### config.mk
export PLATFORM = sky130hd
export DESIGN_NAME = bp_patch_unit
export DESIGN_NICKNAME = d
export VERILOG_FILES = /design/src/rtl/bp_patch_pkg.sv /design/src/rtl/bp_slot_table.sv /design/src/rtl/bp_break_detect.sv /design/src/rtl/bp_patch_unit.sv
export SDC_FILE = /design/constraint.sdc
export NUM_CORES = 1
export LEC_CHECK = 0
export ABC_AREA = 1
export BUFFER_PORTS_ARGS = -buffer_cell sky130_fd_sc_hd__buf_2
export CORE_ASPECT_RATIO = 1.2
export CORE_MARGIN = 1.5
export CORE_UTILIZATION = 55
export CTS_CLUSTER_DIAMETER = 100
export DETAILED_ROUTE_END_ITERATION = 10
export PLACE_DENSITY = 0.77
export SLEW_MARGIN = 20
export SYNTH_ARGS = -nofsm -noshare
export SYNTH_HDL_FRONTEND = slang
export SYNTH_SLANG_ARGS = --single-unit
### constraint.sdc
create_clock -name clk -period 2.23 [get_ports clk]
set_input_delay 0.1115 -clock clk [delete_from_list [all_inputs] [get_ports clk]]
set_output_delay 0.1115 -clock clk [all_outputs]
set_load 0.1 [all_outputs]
### src/rtl/bp_patch_pkg.sv
package bp_patch_pkg;

   typedef enum logic [1:0] {
      OP_INSERT  = 2'd0,
      OP_REMOVE  = 2'd1,
      OP_ARM_ALL = 2'd2,
      OP_DISARM  = 2'd3
   } bp_op_e;

   typedef enum logic [2:0] {
      ST_IDLE,
      ST_READ,
      ST_WRITE,
      ST_SCAN,
      ST_DONE
   } bp_state_e;

endpackage

### src/rtl/bp_slot_table.sv
module bp_slot_table #(
   parameter int AW    = 8,
   parameter int DW    = 16,
   parameter int DEPTH = 8,
   parameter int IW    = 3
) (
   input  logic          clk,
   input  logic          rst,
   input  logic [AW-1:0] look_addr,
   input  logic [IW-1:0] sel_idx,
   input  logic          alloc_en,
   input  logic [AW-1:0] alloc_addr,
   input  logic [DW-1:0] alloc_word,
   input  logic          resave_en,
   input  logic [DW-1:0] resave_word,
   input  logic          drop_en,
   output logic          hit,
   output logic [IW-1:0] hit_idx,
   output logic          has_free,
   output logic [IW-1:0] free_idx,
   output logic          sel_valid,
   output logic [AW-1:0] sel_addr,
   output logic [DW-1:0] sel_word
);

   logic [DEPTH-1:0] valid_vec;
   logic [DEPTH-1:0] match_vec;
   logic [AW-1:0]    slot_addr [DEPTH];
   logic [DW-1:0]    slot_word [DEPTH];

   for (genvar g = 0; g < DEPTH; g++) begin : g_slot
      logic          v_q;
      logic [AW-1:0] a_q;
      logic [DW-1:0] w_q;
      logic          here;

      assign here = (sel_idx == IW'(g));

      always_ff @(posedge clk) begin
         if (rst) begin
            v_q <= 1'b0;
         end else if (here) begin
            if (alloc_en) begin
               v_q <= 1'b1;
               a_q <= alloc_addr;
               w_q <= alloc_word;
            end else if (resave_en) begin
               w_q <= resave_word;
            end
            if (drop_en) v_q <= 1'b0;
         end
      end

      assign valid_vec[g] = v_q;
      assign slot_addr[g] = a_q;
      assign slot_word[g] = w_q;
      assign match_vec[g] = v_q && (a_q == look_addr);
   end

   always_comb begin
      hit      = 1'b0;
      hit_idx  = '0;
      has_free = 1'b0;
      free_idx = '0;
      for (int i = DEPTH - 1; i >= 0; i--) begin
         if (match_vec[i]) begin
            hit     = 1'b1;
            hit_idx = IW'(i);
         end
         if (!valid_vec[i]) begin
            has_free = 1'b1;
            free_idx = IW'(i);
         end
      end
   end

   assign sel_valid = valid_vec[sel_idx];
   assign sel_addr  = slot_addr[sel_idx];
   assign sel_word  = slot_word[sel_idx];

endmodule

### src/rtl/bp_break_detect.sv
module bp_break_detect #(
   parameter int          DW      = 16,
   parameter logic [15:0] BRK     = 16'h9598,
   parameter bit          REG_OUT = 1'b0
) (
   input  logic          clk,
   input  logic          rst,
   input  logic          fetch_valid,
   input  logic [DW-1:0] fetch_opcode,
   output logic          bp_hit
);

   logic raw_hit;
   assign raw_hit = fetch_valid && (fetch_opcode == DW'(BRK));

   if (REG_OUT) begin : g_reg
      logic hit_q;
      always_ff @(posedge clk) begin
         if (rst) hit_q <= 1'b0;
         else     hit_q <= raw_hit;
      end
      assign bp_hit = hit_q;
   end else begin : g_comb
      logic unused_clk;
      assign unused_clk = clk ^ rst;
      assign bp_hit     = raw_hit;
   end

endmodule

### src/rtl/bp_patch_unit.sv
module bp_patch_unit
   import bp_patch_pkg::*;
#(
   parameter int          AW      = 8,
   parameter int          DW      = 16,
   parameter int          DEPTH   = 8,
   parameter logic [15:0] BRK     = 16'h9598,
   parameter logic [15:0] BLANK   = 16'hFFFF,
   parameter bit          HIT_REG = 1'b0
) (
   input  logic          clk,
   input  logic          rst,
   input  logic          cmd_valid,
   input  logic [1:0]    cmd_op,
   input  logic [AW-1:0] cmd_addr,
   output logic          busy,
   output logic          done,
   output logic          err,
   output logic          mem_en,
   output logic          mem_we,
   output logic [AW-1:0] mem_addr,
   output logic [DW-1:0] mem_wdata,
   input  logic [DW-1:0] mem_rdata,
   input  logic          fetch_valid,
   input  logic [DW-1:0] fetch_opcode,
   output logic          bp_hit
);

   localparam int          IW       = (DEPTH > 1) ? $clog2(DEPTH) : 1;
   localparam logic [IW-1:0] LAST   = IW'(DEPTH - 1);
   localparam logic [DW-1:0] BRK_W  = DW'(BRK);
   localparam logic [DW-1:0] BLNK_W = DW'(BLANK);

   if (DEPTH < 2) begin : g_bad_depth
      $error("bp_patch_unit: DEPTH must be at least 2");
   end
   if (DW < 16) begin : g_bad_width
      $error("bp_patch_unit: DW must hold the 16-bit break opcode");
   end
   if (AW < 1) begin : g_bad_addr
      $error("bp_patch_unit: AW must be positive");
   end

   bp_state_e     state_q;
   bp_op_e        op_q;
   logic [IW-1:0] cur_idx;
   logic [AW-1:0] cur_addr;
   logic          err_q;

   logic          tb_hit, tb_has_free, tb_sel_valid;
   logic [IW-1:0] tb_hit_idx, tb_free_idx;
   logic [AW-1:0] tb_sel_addr;
   logic [DW-1:0] tb_sel_word;
   logic          alloc_en, resave_en, drop_en;
   logic          rd_blank, rd_brk;

   assign rd_blank = (mem_rdata == BLNK_W);
   assign rd_brk   = (mem_rdata == BRK_W);

   assign alloc_en  = (state_q == ST_WRITE) && (op_q == OP_INSERT) && !rd_blank;
   assign resave_en = (state_q == ST_WRITE) && (op_q == OP_ARM_ALL) && !rd_brk;
   assign drop_en   = (state_q == ST_WRITE) && (op_q == OP_REMOVE);

   bp_slot_table #(.AW(AW), .DW(DW), .DEPTH(DEPTH), .IW(IW)) table_i (
      .clk        (clk),
      .rst        (rst),
      .look_addr  (cmd_addr),
      .sel_idx    (cur_idx),
      .alloc_en   (alloc_en),
      .alloc_addr (cur_addr),
      .alloc_word (mem_rdata),
      .resave_en  (resave_en),
      .resave_word(mem_rdata),
      .drop_en    (drop_en),
      .hit        (tb_hit),
      .hit_idx    (tb_hit_idx),
      .has_free   (tb_has_free),
      .free_idx   (tb_free_idx),
      .sel_valid  (tb_sel_valid),
      .sel_addr   (tb_sel_addr),
      .sel_word   (tb_sel_word)
   );

   bp_break_detect #(.DW(DW), .BRK(BRK), .REG_OUT(HIT_REG)) detect_i (
      .clk         (clk),
      .rst         (rst),
      .fetch_valid (fetch_valid),
      .fetch_opcode(fetch_opcode),
      .bp_hit      (bp_hit)
   );

   always_ff @(posedge clk) begin
      if (rst) begin
         state_q  <= ST_IDLE;
         op_q     <= OP_INSERT;
         cur_idx  <= '0;
         cur_addr <= '0;
         err_q    <= 1'b0;
      end else begin
         unique case (state_q)
            ST_IDLE: if (cmd_valid) begin
               op_q     <= bp_op_e'(cmd_op);
               cur_addr <= cmd_addr;
               err_q    <= 1'b0;
               unique case (bp_op_e'(cmd_op))
                  OP_INSERT: begin
                     if (tb_hit || !tb_has_free) begin
                        err_q   <= 1'b1;
                        state_q <= ST_DONE;
                     end else begin
                        cur_idx <= tb_free_idx;
                        state_q <= ST_READ;
                     end
                  end
                  OP_REMOVE: begin
                     if (tb_hit) begin
                        cur_idx <= tb_hit_idx;
                        state_q <= ST_WRITE;
                     end else begin
                        state_q <= ST_DONE;
                     end
                  end
                  default: begin
                     cur_idx <= '0;
                     state_q <= ST_SCAN;
                  end
               endcase
            end
            ST_READ: state_q <= ST_WRITE;
            ST_WRITE: begin
               if (op_q == OP_ARM_ALL) begin
                  if (cur_idx == LAST) state_q <= ST_DONE;
                  else begin
                     cur_idx <= cur_idx + IW'(1);
                     state_q <= ST_SCAN;
                  end
               end else begin
                  if (op_q == OP_INSERT && rd_blank) err_q <= 1'b1;
                  state_q <= ST_DONE;
               end
            end
            ST_SCAN: begin
               if (tb_sel_valid && op_q == OP_ARM_ALL) state_q <= ST_WRITE;
               else if (cur_idx == LAST)               state_q <= ST_DONE;
               else                                    cur_idx <= cur_idx + IW'(1);
            end
            ST_DONE: state_q <= ST_IDLE;
            default: state_q <= ST_IDLE;
         endcase
      end
   end

   always_comb begin
      mem_en    = 1'b0;
      mem_we    = 1'b0;
      mem_addr  = cur_addr;
      mem_wdata = BRK_W;
      unique case (state_q)
         ST_READ: mem_en = 1'b1;
         ST_WRITE: begin
            if (op_q == OP_INSERT) begin
               mem_en = !rd_blank;
               mem_we = !rd_blank;
            end else if (op_q == OP_REMOVE) begin
               mem_en    = 1'b1;
               mem_we    = 1'b1;
               mem_addr  = tb_sel_addr;
               mem_wdata = tb_sel_word;
            end else begin
               mem_en   = !rd_brk;
               mem_we   = !rd_brk;
               mem_addr = tb_sel_addr;
            end
         end
         ST_SCAN: begin
            mem_en   = tb_sel_valid;
            mem_we   = tb_sel_valid && (op_q == OP_DISARM);
            mem_addr = tb_sel_addr;
            if (op_q == OP_DISARM) mem_wdata = tb_sel_word;
         end
         default: ;
      endcase
   end

   assign busy = (state_q != ST_IDLE);
   assign done = (state_q == ST_DONE);
   assign err  = done && err_q;

endmodule

==> results summary <==
The quantity of I/O buffers inserted on ports is 75. In this design, the critical path's most frequently occurring cell is buf_12. The via total after detailed routing is 9098. The area added between synthesis and finish is 31.7%.

Of all nets on the critical path, the largest fanout is 26. Buffers inserted during clock tree synthesis total 21. In this run the worst hold path is classified as in2reg. The aggregate global-route resource usage came out at 0.304. The first-pass iteration count of the detailed router is 5. Setup repair after global routing could not meet its margin everywhere. Traced cell by cell, the critical path runs through clkinv_8 -> buf_12 -> o21ai_0 -> o22ai_2 -> o21ai_4 -> a31oi_4 -> buf_12. At the pin with the least slew margin, the transition time is 575 ps. The routed length per placed instance came out at 20.6 um.

The worst path setup slack after routing came out at -133 ps. The final estimated routing congestion in global placement is around 0.94. The post-route clock period utilization came out at 1.06. The number of nets in the layout is 1293. The placeable core area came out at 18300 um2.

The final critical delay including setup and external delays is 2360 ps. The netlist area before placement came out at 10300 um2. The count of final hold-check violations came out at 0. The largest stage delay on the critical path came out at between 400 and 500 ps.

The effective utilization at floorplan is 0.564. In the routed design, unresolved DRC markers number 0. Of the cells placed in the final design, the portion with a size suffix greater than 1 is 0.239.

The worst setup path is captured at an output pin. The mean post-synth cell area came out at approximately 9.6 um2. The number of warnings issued by yosys came out at 0.

Yosys attributes the largest share of cell area to edfxtp_1 (56%), o21ai_0 (6.7%), nor2_1 (6.1%), nand2_1 (5.6%), dfxtp_1 (4.8%). The number of endpoints failing setup at the final stage is 10. The distinct cell type count after synthesis is 42.

The antenna diode count is 0. The commonest non-fill, non-tap cell in the layout is edfxtp_1. Of the total synthesized cell area, the portion taken by full adders, half adders and majority gates is 0.00727. In this run the count of I/O pins placed on the die edge is between 70 and 80. Of the synthesized area, sequential elements account for 0.607.

The routed wire length came out at 31000 um. Power spread over the standard cell area amounts to around 1000 nW/um2. The category of cells accounting for the largest share of critical-path delay is compound AO/OA/AOI/OAI gates. The flip-flop and latch count after synthesis came out at approximately 220. The checks that failed: setup timing.

The number of slew-limit violations in the final report came out at 0. The share of synthesized area in the top cell type comes to 0.558. The critical path startpoint category is a flop. The cell type with the highest aggregate area in the netlist is edfxtp_1. The cell count after synthesis came out at between 1000 and 1500.

Summed over all cells, the static leakage comes to 5.11 nW. The die area is 19600 um2. Row generation in the floorplan step produced 54 rows.

The clock reaches the later pin of the worst-skew pair after around 500 ps. The worst vdd rail ir drop came out at 834 uV. The wire length of the first global-routing pass came out at about 46000 um. Of the post-synthesis cell area, the part taken by muxes is 0.

The worst setup path is of the reg2out kind. The flow ran to the end, but the final reports show violations. The finished cells cover approximately 14000 um2.

The via-per-instance ratio is around 6. The die is approximately 150 um tall. The net count of the mapped netlist came out at roughly 1100.

The post-synthesis compound-gate area fraction is 0.134. After detailed placement, the total cell area comes to 11900 um2. The buffer levels on the longest clock path is 3. In the synthesized netlist the dominant register cell turns out to be edfxtp_1. The simple logic cell fraction of the synthesized area came out at 0.176. In this run the horizontal extent of the chip is 128 um. For this run, asynchronously set or reset flops after synthesis account for 0. The worst path required time is about 2100 ps. The HPWL after detailed placement is between 15000 and 20000 um. The tree is rooted in a clkbuf_16.

The number of maximum-capacitance constraint violations is 0. TritonCTS built the clock tree. The CTS H-tree depth is 1. The number of enable flip-flop cells after synthesis is 192. The via count of the first global-routing pass is just under 9000. The timing-limited maximum frequency is 0.423 GHz. The pin count of the biggest net entering global routing came out at 52.

By area, the combinational part of the netlist is dominated by simple AND/OR/NAND/NOR gates. The number of nets with antenna violations after detailed routing came out at 0. The top cell types in the final layout, fill and taps aside, are edfxtp_1 (192), nor2_1 (159), nand2_1 (152).

In the final timing run, aggregate negative setup slack is -347 ps. The global route total overflow is 0. The number of DRC markers after the initial detailed-route iteration is slightly above 900. The parity-gate share of the synthesized area counting xor and xnor cells is 0.0144. The clock edge transition at the registers on the reported setup and hold paths came out at ~70 ps. The number of antenna violations at the first check in global routing came out at 0. The tree built by TritonCTS fans out to between 200 and 250 sinks.

Counting both buffers and inverters, the worst setup path holds a total of 3. The clock skew is between 9 and 10 ps. The headroom to the max-slew limit is 0.614. For the worst setup path, the data arrival time is 2250 ps. The slowest stage of the critical path belongs to the cell dfxtp_4.
## kinds of logic (layout without fill, tap and decap cells)
| group | after synthesis | count (layout) |
|---|---|---|
| flops | 217 | 217 |
| buf+inv | 150 | 328 |
| simple gates | 427 | 427 |
| fa+ha+maj | 6 | 6 |
| xor+xnor | 17 | 17 |
| compound gates | 258 | 258 |
## final timing paths
kind                                    from                  endpoint  slack (ps)  cells past startpoint
worst min register to register         err_q                     err_q         530                      2
worst min-delay path            mem_rdata[0]  table_i.g_slot[1].w_q[0]          20                      2
worst max register to register    cur_idx[0]                state_q[0]          40                     11
worst max-delay path              cur_idx[0]             mem_wdata[14]        -130                      7
## what timing repair did
action                                 in CTS  in global routing
resized for setup                          64                 90
setup buffers                               7                 20
setup endpoints to repair                 136                171
hold buffers                               18                  0
gates cloned                                1                  3
pin swaps                                   4                 15
endpoints found under the hold margin     120                  0
## sequential cells by signal (all words and copies together), names as in the netlist
| signal | cells |
|---|---|
| cur_addr | 8 |
| cur_idx | 3 |
| err_q | 1 |
| op_q | 2 |
| state_q | 3 |
| table_i.g_slot.a_q | 64 |
| table_i.g_slot.v_q | 8 |
| table_i.g_slot.w_q | 128 |
## synth_stat cells, types with 4 or more instances
cell and instances:
edfxtp_1 192, nor2_1 169, nand2_1 155, o21ai_0 138, inv_1 84, a21oi_1 59, nand3_1 57, clkbuf_1 36
o22ai_1 27, dfxtp_1 25, a31oi_1 12, nand4_1 10, xnor2_1 10, nor3_1 9, o21ai_1 8, buf_4 7
inv_2 7, xor2_1 7, ha_1 6, inv_4 6, nor4_1 6, o211ai_1 5, nand3b_1 4, o221ai_1 4
## metrics by stage
stage | hold slack [ps] | instances | worst slack, ps | power [mW] | util
after floorplan | 181 | 1075 | -841 | 8.22 | -
after global placement | 355 | 1424 | -195 | 9.90 | 0.649
after detailed placement | 362 | 1424 | -284 | 9.99 | 0.649
after CTS | 9.79 | 1485 | -298 | 13.5 | 0.710
after global routing | 14.7 | 1505 | -131 | 14.7 | 0.743
final | 22.3 | 1505 | -133 | 14.2 | 0.743
## final cells by class
type,instances,area (um2)
inverter,97,399
timing repair buffer,195,2010
multi-input combinational,708,3990
tap,252,315
sequential,217,6280
fill,1149,4710
timing repair inverter,1,8.76
clock buffer,26,544
clock inverter,9,61.3
## power by group
| group | leakage, nW | internal [mW] | switching, mW |
|---|---|---|---|
| logic | 2.87 | 2.02 | 3.89 |
| clock network | 0.294 | 1.83 | 1.45 |
| registers | 1.94 | 4.76 | 0.264 |
## metal layers
metal / vias up / GRT usage / part of all wire
met3: 156 / 0.0396 / 0.081
met5: - / 0 / 0
li1: 4077 / - / -
met4: 0 / 0.150 / 0.063
met2: 577 / 0.540 / 0.51
met1: 4288 / 0.362 / 0.34
## worst register-to-register path, stage by stage, from the launching register on
cell and delay (ps):
dfxtp_4 450, clkinv_8 120, buf_12 160, a21oi_2 170
o21ai_2 70, nand3_1 90, o21a_4 180, nand3_1 130
nand3_1 170, nor3b_2 270, nand2_1 110, a21oi_1 180
No activity file was read; power rests on OpenSTA's default activity.
